File: config.mk
export PLATFORM = sky130hd
export DESIGN_NAME = cbuf_ptr_update
export DESIGN_NICKNAME = d
export VERILOG_FILES = /design/src/rtl/cbuf_pkg.sv /design/src/rtl/cbuf_decode.sv /design/src/rtl/cbuf_wrap.sv /design/src/rtl/cbuf_ptr_update.sv
export SDC_FILE = /design/constraint.sdc
export NUM_CORES = 1
export LEC_CHECK = 0
export BUFFER_PORTS_ARGS = -buffer_cell sky130_fd_sc_hd__buf_2
export CAP_MARGIN = 40
export CORE_MARGIN = 3
export CORE_UTILIZATION = 35
export CTS_CLUSTER_SIZE = 24
export DETAILED_ROUTE_END_ITERATION = 7
export SETUP_SLACK_MARGIN = 0.05
export SYNTH_ARGS = -nofsm -noshare
export SYNTH_HDL_FRONTEND = slang
export SYNTH_SLANG_ARGS = --single-unit
File: constraint.sdc
create_clock -name clk -period 0.8 [get_ports clk]
set_input_delay 0.08 -clock clk [delete_from_list [all_inputs] [get_ports clk]]
set_output_delay 0.08 -clock clk [all_outputs]
set_load 0.02 [all_outputs]
File: src/rtl/cbuf_pkg.sv
package cbuf_pkg;

  // Default field layout of the buffer descriptor word.
  localparam int unsigned CB_ADDR_W  = 32;
  localparam int unsigned CB_K_LSB   = 24;
  localparam int unsigned CB_K_W     = 4;
  localparam int unsigned CB_LEN_W   = 17;
  localparam int unsigned CB_MIN_LEN = 4;

  // How the window was located.
  typedef enum logic {
    WIN_EXPLICIT = 1'b0,
    WIN_ALIGNED  = 1'b1
  } win_mode_e;

endpackage

File: src/rtl/cbuf_decode.sv
module cbuf_decode
  import cbuf_pkg::*;
#(
  parameter int unsigned ADDR_W  = CB_ADDR_W,
  parameter int unsigned K_LSB   = CB_K_LSB,
  parameter int unsigned K_W     = CB_K_W,
  parameter int unsigned LEN_W   = CB_LEN_W,
  parameter int unsigned MIN_LEN = CB_MIN_LEN
) (
  input  logic [ADDR_W-1:0] ptr,
  input  logic [ADDR_W-1:0] modifier,
  input  logic [ADDR_W-1:0] start_reg,
  output logic [ADDR_W-1:0] win_start,
  output logic [ADDR_W-1:0] win_end,
  output logic [ADDR_W-1:0] len_ext,
  output win_mode_e         mode
);

  localparam int unsigned EXT_W = ADDR_W - LEN_W;

  logic signed [K_W-1:0] k_code;
  int                    shift_amt;
  logic [ADDR_W-1:0]     low_mask;
  logic [ADDR_W-1:0]     aligned_start;
  logic                  unused_fields;

  assign k_code    = $signed(modifier[K_LSB +: K_W]);
  assign len_ext   = {{EXT_W{modifier[LEN_W-1]}}, modifier[LEN_W-1:0]};
  assign shift_amt = int'(k_code) + 2;

  // Bits of the descriptor that carry neither K nor the length.
  assign unused_fields = ^{modifier[ADDR_W-1:K_LSB+K_W], modifier[K_LSB-1:LEN_W]};

  // One mask bit per address bit: set below the shift amount.
  for (genvar gi = 0; gi < ADDR_W; gi++) begin : g_mask
    assign low_mask[gi] = (shift_amt > gi);
  end

  assign aligned_start = ptr & ~low_mask;

  always_comb begin
    if ((k_code == '0) && ($signed(len_ext) >= $signed(ADDR_W'(MIN_LEN)))) begin
      mode      = WIN_EXPLICIT;
      win_start = start_reg;
      win_end   = start_reg + len_ext;
    end else begin
      mode      = WIN_ALIGNED;
      win_start = aligned_start;
      win_end   = aligned_start | len_ext;
    end
  end

endmodule

File: src/rtl/cbuf_wrap.sv
module cbuf_wrap
  import cbuf_pkg::*;
#(
  parameter int unsigned ADDR_W = CB_ADDR_W
) (
  input  logic [ADDR_W-1:0] ptr,
  input  logic [ADDR_W-1:0] offset,
  input  logic [ADDR_W-1:0] win_start,
  input  logic [ADDR_W-1:0] win_end,
  input  logic [ADDR_W-1:0] len_ext,
  output logic [ADDR_W-1:0] cand,
  output logic [ADDR_W-1:0] next_ptr
);

  logic past_end;
  logic before_start;

  assign cand         = ptr + offset;
  assign past_end     = (cand >= win_end);
  assign before_start = (cand < win_start);

  // The upper correction takes precedence over the lower one.
  always_comb begin
    if (past_end) begin
      next_ptr = cand - len_ext;
    end else if (before_start) begin
      next_ptr = cand + len_ext;
    end else begin
      next_ptr = cand;
    end
  end

endmodule

File: src/rtl/cbuf_ptr_update.sv
module cbuf_ptr_update
  import cbuf_pkg::*;
#(
  parameter int unsigned ADDR_W  = CB_ADDR_W,
  parameter int unsigned K_LSB   = CB_K_LSB,
  parameter int unsigned K_W     = CB_K_W,
  parameter int unsigned LEN_W   = CB_LEN_W,
  parameter int unsigned MIN_LEN = CB_MIN_LEN
) (
  input  logic              clk,
  input  logic              rst_n,
  input  logic              in_valid,
  input  logic [ADDR_W-1:0] ptr_in,
  input  logic [ADDR_W-1:0] offset,
  input  logic [ADDR_W-1:0] modifier,
  input  logic [ADDR_W-1:0] start_addr,
  output logic              out_valid,
  output logic [ADDR_W-1:0] ptr_out
);

  logic [ADDR_W-1:0] win_start;
  logic [ADDR_W-1:0] win_end;
  logic [ADDR_W-1:0] len_ext;
  logic [ADDR_W-1:0] cand;
  logic [ADDR_W-1:0] next_ptr;
  win_mode_e         win_mode;

  logic [ADDR_W-1:0] ptr_d;
  logic [ADDR_W-1:0] ptr_q;
  logic              vld_q;

  cbuf_decode #(
    .ADDR_W  (ADDR_W),
    .K_LSB   (K_LSB),
    .K_W     (K_W),
    .LEN_W   (LEN_W),
    .MIN_LEN (MIN_LEN)
  ) u_decode (
    .ptr       (ptr_in),
    .modifier  (modifier),
    .start_reg (start_addr),
    .win_start (win_start),
    .win_end   (win_end),
    .len_ext   (len_ext),
    .mode      (win_mode)
  );

  cbuf_wrap #(
    .ADDR_W (ADDR_W)
  ) u_wrap (
    .ptr       (ptr_in),
    .offset    (offset),
    .win_start (win_start),
    .win_end   (win_end),
    .len_ext   (len_ext),
    .cand      (cand),
    .next_ptr  (next_ptr)
  );

  // Next-state: result register is enabled by the request strobe.
  always_comb begin
    ptr_d = ptr_q;
    if (in_valid) begin
      ptr_d = next_ptr;
    end
  end

  always_ff @(posedge clk or negedge rst_n) begin
    if (!rst_n) begin
      ptr_q <= '0;
      vld_q <= 1'b0;
    end else begin
      ptr_q <= ptr_d;
      vld_q <= in_valid;
    end
  end

  assign ptr_out   = ptr_q;
  assign out_valid = vld_q;

endmodule

# Yosys cells after proc, flatten, opt, wreduce, memory -nomap -nowiden
# Index checks and enable logic that the tools add are counted.
# Widths: inputs -> output; s select.
[op_classes]
add_sub_neg = 5
multipliers = 0
div = 0
magnitude_cmp = 35
n_eq_ne = 0
n_shift = 0
n_mux = 4
bitwise = 3
reduce_logical = 2
[ops]
columns = ["operator", "n"]
rows = [
  ["$gt 32x6->1 const B", 16],
  ["$gt 32x5->1 const B", 8],
  ["$gt 32x4->1 const B", 4],
  ["$mux 32", 4],
  ["$add 32x32->32", 3],
  ["$gt 32x3->1 const B", 2],
  ["$and 32x32->32", 1],
  ["$ge 32x32->1", 1],
  ["$gt 32x1->1 const B", 1],
  ["$gt 32x2->1 const B", 1],
  ["$lt 32x32->1", 1],
  ["$not 32->32", 1],
  ["$or 32x32->32", 1],
  ["$sub 32x32->32", 1],
  ["$ge 17x4->1 const B", 1],
  ["$add 4x3->5 const B", 1],
  ["$logic_not 4->1", 1],
  ["$logic_and 1x1->1", 1],
]
[word_totals]
ff_bits = 33
latchBits = 0
ramBits = 0
romBits = 0
input_bits = 131
output_inout_bits = 33
word_cells = 51
n_memories = 0

# Depth between registers and ports, before layout
[depth]
depth_word = 8
depth_mapped = 28
mapped_depth_nobuf = 26

# By module
# A second synthesis with hierarchy kept.
[unflattened]
hier_cells = 1562
area_unflattened_um2 = 11404.7
[by_module_without_submodules]
columns = ["module", "instances", "cells_each", "area_per_inst_um2", "seq_area_each_um2"]
rows = [
  ["cbuf_wrap", 1, 1008, 6977.9, 0.0],
  ["cbuf_decode", 1, 485, 3056.7, 0.0],
  ["cbuf_ptr_update", 1, 69, 1370.1, 825.8],
]

# Worst setup path before layout
# No wires, ideal clock.
[synth_path]
path_type = "input port to flip-flop"
startpoint = "input offset[0]"
endpoint = "register ptr_q[14] (netlist: ptr_out[14])"
setup_time_ps = 77
arrival_time_ps = 4702
required_ps = 723
path_slack_ps = -3979
stages = 23
path_buffers = 3
cell_sequence = "ha_1 > fa_1 > a21o_1 > o2bb2ai_1 > o31ai_1 > or4_1 > a311oi_1 > a211o_1 > a21o_1 > xor2_1 > ha_1 > a21o_1 > a211o_1 > o211ai_1 > a21oi_1 > a211o_1 > clkbuf_1 > or2_1 > buf_2 > buf_4 > o221ai_1 > a22oi_1 > a21oi_1"
[synth_between]
elab_chain_len = 4
elab_cells_between_ends = 7
cone_classes = "add/sub (3); order compare (2); mux (2)"
[synth_lines]
columns = ["element", "line", "rtl"]
rows = [
  ["start: declaration", "cbuf_ptr_update.sv:14", "input logic [ADDR_W-1:0] offset,"],
  ["$add 32x32->32 (*)", "cbuf_wrap.sv:18", "assign cand = ptr + offset;"],
  ["$add 32x32->32 / $lt 32x32->1 (equally long branches)", "cbuf_wrap.sv:27, cbuf_wrap.sv:20", ""],
  ["$mux 32", "cbuf_wrap.sv:26", "end else if (before_start) begin"],
  ["$mux 32 (*)", "cbuf_wrap.sv:24", "if (past_end) begin"],
  ["end signal: assignment", "cbuf_ptr_update.sv:73", "ptr_q <= ptr_d;"],
  ["end: declaration", "cbuf_ptr_update.sv:29", "logic [ADDR_W-1:0] ptr_q;"],
]
# Every way passes the cells marked *; elsewhere a longest branch is shown, timed or not.
# A chain may end at the register's enable or synchronous reset.

# Worst setup path after layout
[layout_path]
startpoint = "input ptr_in[0]"
endpoint = "register ptr_q[20] (netlist: ptr_out[20])"
[layout_between]
elab_chain_len = 5
elab_cells_between_ends = 11
cone_classes = "add/sub (3); order compare (2); mux (4); bitwise (2)"
[layout_lines]
columns = ["element", "line", "rtl"]
rows = [
  ["start: declaration", "cbuf_ptr_update.sv:13", "input logic [ADDR_W-1:0] ptr_in,"],
  ["branches (longest 4 deep; another with $add 32x32->32)", "n/a", ""],
  ["$mux 32 (*)", "cbuf_wrap.sv:24", ""],
]
# Every way passes the cells marked *.

==> results.cfg <==
[route]
antenna_left = 0
viasPerCell = 5.347
first_pass_iters = 5
vias = 13030
drc = 0
finalWirelength_mm = 41.33
wl_per_cell_um = 16.96
first_iter_violations = 935

[flow_run]
maxCapViolations = 0

[critical_path]
crit_type = input port to flip-flop
start_kind = input port
end_kind = flip-flop
crit_required_ns = 0.99
worstPathMaxFanout = 5
crit_arrival_ns = 4.82
max_stage_delay_ns = 0.42
cp_slowest_cell = a211o_4

[global_routing]
gr-usage-met1_pct = 37.17
grt_max_degree = 39
grt_use_total_pct = 25.57
grt_overflow_total = 0
antenna_found_initial = 0
grt_pass1_vias = 12790
global_route.usage.met3_pct = 2.130
gr-usage-met2_pct = 41.18
grt_pass1_wl_mm = 64.71
grt_busiest_layer = met2

[clock_tree]
cts-buffers-inserted = 5
clkLatencyLatePin_ns = 0.28
cts-root-buf = clkbuf_16
cts_max_level = 2
path_clk_slew_ns = 0.06
clock_sinks = 33
cts_tree = done
cts-root-to-sink-buffers = 2

[power_and_ir_drop]
power_density_nw_per_um2 = 1977
ir_worst_vdd_uv = 974.6
p_leak_nw = 8.566
finalPower_mw = 34.16

[sta]
rsz0062_at_grt = true
worst_pin_slew_ns = 0.5836
min_period_ns = 4.628
finalSetupTns_ns = -121.23
timing.hold.ws_ns = 0.08792
setup_violations = 65
hold_viol = 0
maxSlewHeadroom_pct = 60.76
fmax_mhz = 216.1
setup_ws_ns = -3.828
fin_crit_sh_pct = 578.5
slew_viol_final = 0
clock_skew_ns = 0

[die]
die_h_um = 175.1
dieArea_um2 = 30650
start_util_pct = 35.71
core-area_um2 = 28010
die_w_um = 175.1
num_io_pins = 164
rows = 61

[synthesis]
yosys_warnings = 0
async_flop_share_pct = 100.0
synth_nets = 1691
synth_edf_count = 0
synth_cells = 1366
synthesis.area_um2 = 10000
synthFlopType = dfrtp_1
ys_seq_area_share_pct = 8.255
synth_cell_types = 77
synth-seq-cells = 33
avgSynthCellArea_um2 = 7.323

[final_layout]
final_layout_size_suffix_gt1_share_pct = 44.78
fin_nets = 2383
syn2layout_area_growth_pct = 72.75
stdcell_area_um2 = 17280
fin_cells = 2437
antennaDiodeCount = 0

[place]
numPortBuffers = 152
placed_cells = 2367
dp_hpwl_mm = 34.41
place.gp.congestion = 0.9608
placed_cell_area_um2 = 15390

[status]
violations = setup timing
status = complete, but fails checks

[worst_hold_path]
holdCritPathClass = input port to flip-flop
[cell families (layout without fill, tap and decap cells)]
kind of cell	after synthesis	after routing	share of synthesized area [%]
buf+inv	128	821	4.991
fa+ha+maj	194	194	24.57
mux	24	24	2.464
flops	33	33	8.255
xor+xnor	76	76	6.654
compound gates	530	530	34.50
simple gates	381	381	18.57
[synth_stat cells (all sizes together) (6+ instances only)]
library cell	number	area [um2]
nand4	19	118.9
a211o	8	70.07
xnor2	54	473.0
nand2	90	340.3
o21a	14	105.1
nor4	10	62.56
xor2	22	192.7
a221oi	13	113.9
a21oi	161	805.8
inv	71	266.5
and2	6	38.79
o22ai	7	43.79
mux2i	22	224.0
or3	20	125.1
dfrtp	33	825.8
nand2b	24	150.1
or4	6	48.80
o21bai	18	135.1
clkbuf	41	153.9
nand3	32	160.2
o31ai	20	150.1
o21ai	103	515.5
a21o	51	382.9
a22oi	9	67.56
and3	11	68.82
o41ai	6	52.55
a221o	7	70.07
a31oi	15	93.84
buf	14	71.32
o2bb2ai	16	140.1
o211ai	9	67.56
nor3	21	105.1
nor2b	16	100.1
a211oi	17	127.6
ha	190	2377
nor2	111	419.2
[per-layer routing]
metal	part of all wire (%)	vias to the layer above
met5	0	-
li1	-	6526
met3	5.4	56
met2	44	373
met4	2.3	0
met1	48	6075
[flip-flops by register name (all words and copies together) (netlist names)]
| register | flops |
|---|---|
| out_valid | 1 |
| ptr_out | 32 |
[per-stage QoR]
stage / worst slack (ns) / utilization (%)
2_1_floorplan: -3.579 / -
3_3_place_gp: -4.417 / 54.96
3_5_place_dp: -4.489 / 54.96
4_1_cts: -3.799 / 59.71
5_1_grt: -4.029 / 61.69
6_report: -3.828 / 61.69
[cells in the final DEF (no fill, tap or decap), drive strengths merged, types with 6 or more instances in the layout]
master and n:
clkbuf 9, o21bai 18, o22ai 7, o21a 14, mux2i 22, a31oi 15, a21oi 161, a22oi 9
and2 6, nand2 90, or3 20, o2bb2ai 16, xor2 22, a211oi 17, nor4 10, o31ai 20
o41ai 6, nand2b 24, nand3 32, a21o 51, ha 190, nor2 111, xnor2 54, nor3 21
a221oi 13, or4 6, a221o 7, buf 736, a211o 8, o21ai 103, dfrtp 33, nand4 19
and3 11, o211ai 9, nor2b 16, inv 71
[report_power, final]
group / switching, mW / internal [mW] / leakage (nW) / total (mW)
Clock: 0.677 / 1.55 / 0.0831 / 2.23
Combinational: 14.0 / 15.0 / 8.09 / 29.0
Sequential: 0.506 / 2.41 / 0.389 / 2.92
Total: 15.2 / 19.0 / 8.57 / 34.2
[layout make-up]
type	instances	area, um2
fill	2518	10730
multi-input combinational	1205	9816
timing repair buffer	740	5712
sequential	33	825.8
tap	378	473.0
inverter	73	277.8
clock buffer	6	138.9
clock inverter	2	37.54
[worst max-delay path: cells and delay by family]
| family | cells | cell delay [ns] |
|---|---|---|
| compound gates | 13 | 2.55 |
| xor+xnor | 1 | 0.17 |
| fa+ha+maj | 3 | 0.79 |
| buf+inv | 4 | 0.55 |
| simple gates | 5 | 0.65 |
[what timing repair did]
item                                    in CTS  in global routing
resized for setup                          180                 86
endpoints found under the hold margin       33                  0
hold buffers                                 1                  0
endpoints found under the setup margin      65                 65
pin swaps                                   52                 57
buffers inserted                            47                 15
gates cloned                                 0                  3
[final timing paths]
| check | startpoint | to | slack, ns | depth (start not counted) |
|---|---|---|---|---|
| min in group asynchronous | rst_n | ptr_out[1]$_DFFE_PN0P_ | 0.28 | 3 |
| worst max register to register | ptr_out[24]$_DFFE_PN0P_ | ptr_out[24]$_DFFE_PN0P_ | -0.19 | 2 |
| max in group asynchronous | rst_n | ptr_out[20]$_DFFE_PN0P_ | 0.33 | 3 |
| worst max-delay path | ptr_in[0] | ptr_out[20]$_DFFE_PN0P_ | -3.83 | 26 |
| worst min-delay path | in_valid | out_valid$_DFF_PN0_ | 0.09 | 2 |
| worst min register to register | ptr_out[1]$_DFFE_PN0P_ | ptr_out[1]$_DFFE_PN0P_ | 0.53 | 1 |
No activity file was read; power rests on OpenSTA's default activity.
